## src/rtl/pow2_act_pkg.sv

```systemverilog
package pow2_act_pkg;
  typedef enum logic {
    CURVE_SQUASH = 1'b0,
    CURVE_BELL   = 1'b1
  } curve_e;
endpackage

```

## src/rtl/pow2_reset_sync.sv

```systemverilog
module pow2_reset_sync (
  input  logic clk,
  input  logic rst_n,
  output logic rst_sync_n
);
  logic stage_q;

  always_ff @(posedge clk or negedge rst_n) begin
    if (!rst_n) begin
      stage_q    <= 1'b0;
      rst_sync_n <= 1'b0;
    end else begin
      stage_q    <= 1'b1;
      rst_sync_n <= stage_q;
    end
  end
endmodule

```

## src/rtl/pow2_half_frac.sv

```systemverilog
module pow2_half_frac #(
  parameter int FRAC_W = 12,
  parameter int MAG_W  = 16
) (
  input  logic [FRAC_W-1:0] frac_i,
  output logic [MAG_W-1:0]  half_o,
  output logic [MAG_W-1:0]  half_inv_o
);
  localparam int PAD_W = MAG_W - FRAC_W - 1;

  // halve: one zero in at the top, fraction aligned under it
  assign half_o     = {1'b0, frac_i, {PAD_W{1'b0}}};
  // 1 - frac/2 approximated by the one's complement of the half fraction
  assign half_inv_o = ~half_o;
endmodule

```

## src/rtl/pow2_fill_shifter.sv

```systemverilog
module pow2_fill_shifter #(
  parameter int W    = 16,
  parameter int SH_W = 4
) (
  input  logic [W-1:0]    data_i,
  input  logic [SH_W-1:0] amt_i,
  input  logic            fill_i,
  output logic [W-1:0]    data_o
);
  logic [W-1:0] stage [SH_W+1];

  assign stage[0] = data_i;

  for (genvar k = 0; k < SH_W; k++) begin : g_stage
    localparam int DIST = 1 << k;
    always_comb begin
      if (amt_i[k]) stage[k+1] = {{DIST{fill_i}}, stage[k][W-1:DIST]};
      else          stage[k+1] = stage[k];
    end
  end

  assign data_o = stage[SH_W];
endmodule

```

## src/rtl/pow2_activation.sv

```systemverilog
module pow2_activation #(
  parameter int INT_W  = 4,
  parameter int FRAC_W = 12,
  parameter int MAG_W  = 16
) (
  input  logic              clk,
  input  logic              rst_n,
  input  logic              in_mode,
  input  logic              in_sign,
  input  logic [INT_W-1:0]  in_int,
  input  logic [FRAC_W-1:0] in_frac,
  output logic              out_sign,
  output logic [MAG_W-1:0]  out_mag
);
  import pow2_act_pkg::*;

  logic             rst_sync_n;
  logic [MAG_W-1:0] half;
  logic [MAG_W-1:0] half_inv;
  logic [MAG_W-1:0] squash_mag;
  logic [MAG_W-1:0] bell_mag;
  logic             sign_d;
  logic [MAG_W-1:0] mag_d;
  logic             load_en;
  curve_e           curve;

  pow2_reset_sync u_rst (
    .clk        (clk),
    .rst_n      (rst_n),
    .rst_sync_n (rst_sync_n)
  );

  pow2_half_frac #(.FRAC_W(FRAC_W), .MAG_W(MAG_W)) u_half (
    .frac_i     (in_frac),
    .half_o     (half),
    .half_inv_o (half_inv)
  );

  pow2_fill_shifter #(.W(MAG_W), .SH_W(INT_W)) u_squash_sh (
    .data_i (half),
    .amt_i  (in_int),
    .fill_i (1'b1),
    .data_o (squash_mag)
  );

  pow2_fill_shifter #(.W(MAG_W), .SH_W(INT_W)) u_bell_sh (
    .data_i (half_inv),
    .amt_i  (in_int),
    .fill_i (1'b0),
    .data_o (bell_mag)
  );

  assign curve   = curve_e'(in_mode);
  assign load_en = 1'b1;

  always_comb begin
    unique case (curve)
      CURVE_BELL: begin
        sign_d = 1'b0;
        mag_d  = bell_mag;
      end
      default: begin
        sign_d = in_sign;
        mag_d  = squash_mag;
      end
    endcase
  end

  always_ff @(posedge clk or negedge rst_sync_n) begin
    if (!rst_sync_n) begin
      out_sign <= 1'b0;
      out_mag  <= '0;
    end else if (load_en) begin
      out_sign <= sign_d;
      out_mag  <= mag_d;
    end
  end
endmodule

```

## config.mk

```make
export PLATFORM = sky130hd
export DESIGN_NAME = pow2_activation
export DESIGN_NICKNAME = d
export VERILOG_FILES = /design/src/rtl/pow2_act_pkg.sv /design/src/rtl/pow2_reset_sync.sv /design/src/rtl/pow2_half_frac.sv /design/src/rtl/pow2_fill_shifter.sv /design/src/rtl/pow2_activation.sv
export SDC_FILE = /design/constraint.sdc
export NUM_CORES = 1
export LEC_CHECK = 0
export BUFFER_PORTS_ARGS = -buffer_cell sky130_fd_sc_hd__clkbuf_2
export CELL_PAD_IN_SITES_DETAIL_PLACEMENT = 1
export CELL_PAD_IN_SITES_GLOBAL_PLACEMENT = 1
export CORE_ASPECT_RATIO = 0.75
export CORE_MARGIN = 4
export CORE_UTILIZATION = 40
export DETAILED_ROUTE_END_ITERATION = 10
export PLACE_DENSITY = 0.87
export SLEW_MARGIN = 15
export SYNTH_ARGS = -nofsm -noshare
export SYNTH_HDL_FRONTEND = slang
export SYNTH_SLANG_ARGS = --single-unit
```

## constraint.sdc

```tcl
create_clock -name clk -period 0.8 [get_ports clk]
set_input_delay 0 -clock clk [delete_from_list [all_inputs] [get_ports clk]]
set_output_delay 0 -clock clk [all_outputs]
set_load 0.005 [all_outputs]
```

==> reports/qor.yml <==
status:
  status: "finished with violations"
  violations: "negative setup slack"
timing:
  worst_slew_pin_slew_ps: 562
  setup_tns_ps: -3920
  fin_crit_sh_pct: 161
  max_clock_freq_ghz: 0.776
  setup_viol: 15
  timing.final.ws_setup_ps: -489
  rsz0062_at_grt: "yes"
  timing_hold_violations_final: 0
  skew_ps: 2.03
  slew_headroom_pct: 62.2
  min_period_ps: 1290
  drv_slew: 0
global_routing:
  gr-total-overflow: 0
  first_global_vias: 1856
  grt_max_degree: 18
  antenna_found_initial: 0
  grt_usage_pct: 32.9
  grt_first_pass_wirelength_mm: 11.2
placement:
  place_congestion: 0.922
  place_inst: 256
  hpwlAfterDp_mm: 4.33
  post-place-ws_ps: -709
  port_buffers: 36
layout:
  nNetsFinal: 241
  num_antenna_cells: 0
  drive_gt1_share_pct: 67.7
  stdcell_count: 270
  synthToLayoutAreaGrowth_pct: 71.4
die:
  ios: 37
  rows: 18
  die_h_um: 60.7
  core_region_area_um2: 3420
  die_area_um2: 4750
  die-width_um: 78.2
  initial_core_util_pct: 43.2
cts:
  cts.path.max_buffers: 2
  h-tree-depth: 1
  cts_buffers: 3
  cts_root_buf: "clkbuf_8"
  cts_tree: "done"
  clkTransAtPathRegs_ps: 80
  clkLatencyLatePin_ps: 260
  clock_sinks: 19
worst_setup_path:
  cp-end-kind: "flop"
  cp_slowest_cell: "mux4_2"
  crit_arrival_ps: 1460
  crit_fanout: 6
  crit_chain: "clkbuf_16, buf_4, mux2_2, mux4_2, o22ai_2, xnor2_1"
  crit_type: "in2reg"
  cp_data_required_time_ps: 970
  start_kind: "primary input"
  critical_path.max_stage_delay_ps: 500
synth:
  synth_top_area_share_pct: 32.1
  synth_fp_nets: 158
  netlist_top_cells_area: "dfrtp_1 (32%), mux4_2 (9.1%), mux2i_1 (5.4%)"
  synthFlopType: "dfrtp_1"
  ys_seq_area_share_pct: 32.1
  synth_edf_count: 0
  synth_cells: 138
  synth_async_sr_flop_share_pct: 100
  synth-seq-cells: 19
  ys.warnings.count: 0
  synth_area_um2: 1480
  synth_top_cell_by_area: "dfrtp_1"
  synth_cell_type_count: 45
  syn_avg_cell_area_um2: 10.7
detailed_routing:
  wirelength_mm: 8.67
  ant_nets: 0
  detailroute.via_count: 1740
  avgViaCountPerCell: 6.44
  dr.pass1.iters: 5
  drt_iter0_drc: 145
  drc: 0
  wl_per_cell_um: 32.1
pwr:
  clockPowerShare_pct: 20.7
  power.density_nw_per_um2: 1320
  seq_power_share_pct: 33.6
  p_comb_share_pct: 45.6
  p_int_uw: 2160
  power_switching_uw: 1190
  swShare_pct: 35.5
  peakVddDrop_mv: 0.825
  p_leak_uw: 0.00109
hold_path:
  hp-class: "in2async"
job:
  cap_violations: 0
-- cell usage in the layout (no fill, tap or decap), types with 3 or more instances in the layout --
cell type  count
buf_4         42
mux2i_4        3
nor2_2         5
mux2i_1        4
clkbuf_2      31
buf_12         3
nor3_2         4
mux2_4         3
xnor2_1        6
xor2_1         7
nand2_1        3
mux4_2         8
dfrtp_1       19
nand2_2        3
a211oi_4       3
o21a_1         3
buf_6          6
mux2_2         4
nand2b_1       3
clkbuf_8       4
-- final cells by class --
cell class | instances | area [µm²]
multi-input combinational | 104 | 1200
fill | 336 | 886
timing repair buffer | 90 | 739
sequential | 19 | 475
tap | 50 | 62.6
clock buffer | 4 | 45.0
inverter | 3 | 17.5
-- final timing paths --
kind | from | to | slack [ps] | cells past startpoint
worst max-delay path | in_int[1] | out_mag[4]$_DFF_PN0_ | -490 | 6
worst min-delay path | rst_n | u_rst.stage_q$_DFF_PN0_ | 90 | 2
worst max register to register | u_rst.stage_q$_DFF_PN0_ | u_rst.rst_sync_n$_DFF_PN0_ | 300 | 0
worst min register to register | u_rst.rst_sync_n$_DFF_PN0_ | out_mag[6]$_DFF_PN0_ | 240 | 1
max in group asynchronous | u_rst.rst_sync_n$_DFF_PN0_ | out_mag[4]$_DFF_PN0_ | 360 | 1
min in group clk | in_mode | out_mag[0]$_DFF_PN0_ | 270 | 3
-- per-stage QoR --
step           hold slack [ps]  power [µW]  utilization, %  area [µm²]
6_report                  89.4        3350            74.1        2540
5_1_grt                   82.9        3450            74.1        2540
4_1_cts                   57.2        3070            70.5        2410
3_5_place_dp              -209        2210            60.9        2090
3_3_place_gp              -214        2150            60.9        2090
2_1_floorplan             -296        1740               -        1610
-- power by group through the flow --
stage	combinational (µW)	sequential [µW]	clock [µW]
after detailed placement	1080	1130	0
after global placement	1030	1130	0
after floorplan	587	1150	0
after CTS	1270	1110	684
after global routing	1580	1130	738
final	1530	1130	694
-- repair_timing --
item                       CTS  global route
setup endpoints to repair   15            15
cloned                       1             0
buffers inserted             7             0
hold endpoints to repair     3             0
hold buffers                 2             0
gates resized for setup     37            29
pin swaps                   11             7
-- worst max-delay path: cells and delay by family --
| kind | cells | cell delay (ps) |
|---|---|---|
| multiplexers | 2 | 860 |
| AO/OA/AOI/OAI | 1 | 180 |
| XOR/XNOR | 1 | 160 |
| buffers and inverters | 2 | 260 |
-- routing by layer --
metal	wire length (µm)	track usage (%)
met1	3070	37.5
met2	4160	56.8
met3	786	9.05
met4	653	20.2
met5	0	0
-- kinds of logic (layout without fill, tap and decap cells) --
kind of cell / after synthesis / after routing / share of synthesized area [%]
muxes: 24 / 24 / 25.7
DFF: 19 / 19 / 32.1
xor gates and xnor gates: 14 / 14 / 8.28
other: 1 / 1 / 0.253
and+or+nand+nor: 37 / 37 / 13.5
AOI/OAI and AO/OA: 28 / 28 / 14.5
buffers and inverters: 15 / 97 / 5.66
-- flip-flops by register name, summed over array words and instances (netlist names) --
register and flops:
out_mag 16, out_sign 1, u_rst.rst_sync_n 1, u_rst.stage_q 1
-- cells in the mapped netlist (3+ instances only) --
| cell type | instances |
|---|---|
| nor2_1 | 8 |
| mux2i_1 | 8 |
| dfrtp_1 | 19 |
| mux4_1 | 3 |
| nand2_1 | 6 |
| mux4_2 | 6 |
| a21oi_1 | 3 |
| nand2b_1 | 3 |
| buf_4 | 4 |
| mux2_2 | 5 |
| nor2b_1 | 4 |
| buf_2 | 4 |
| xor2_1 | 7 |
| xnor2_1 | 7 |
| nor3_1 | 5 |
| nor4_1 | 3 |
| o21a_1 | 4 |
| a211oi_1 | 3 |
| o21ai_0 | 4 |
(Power assumes the default switching activity.)
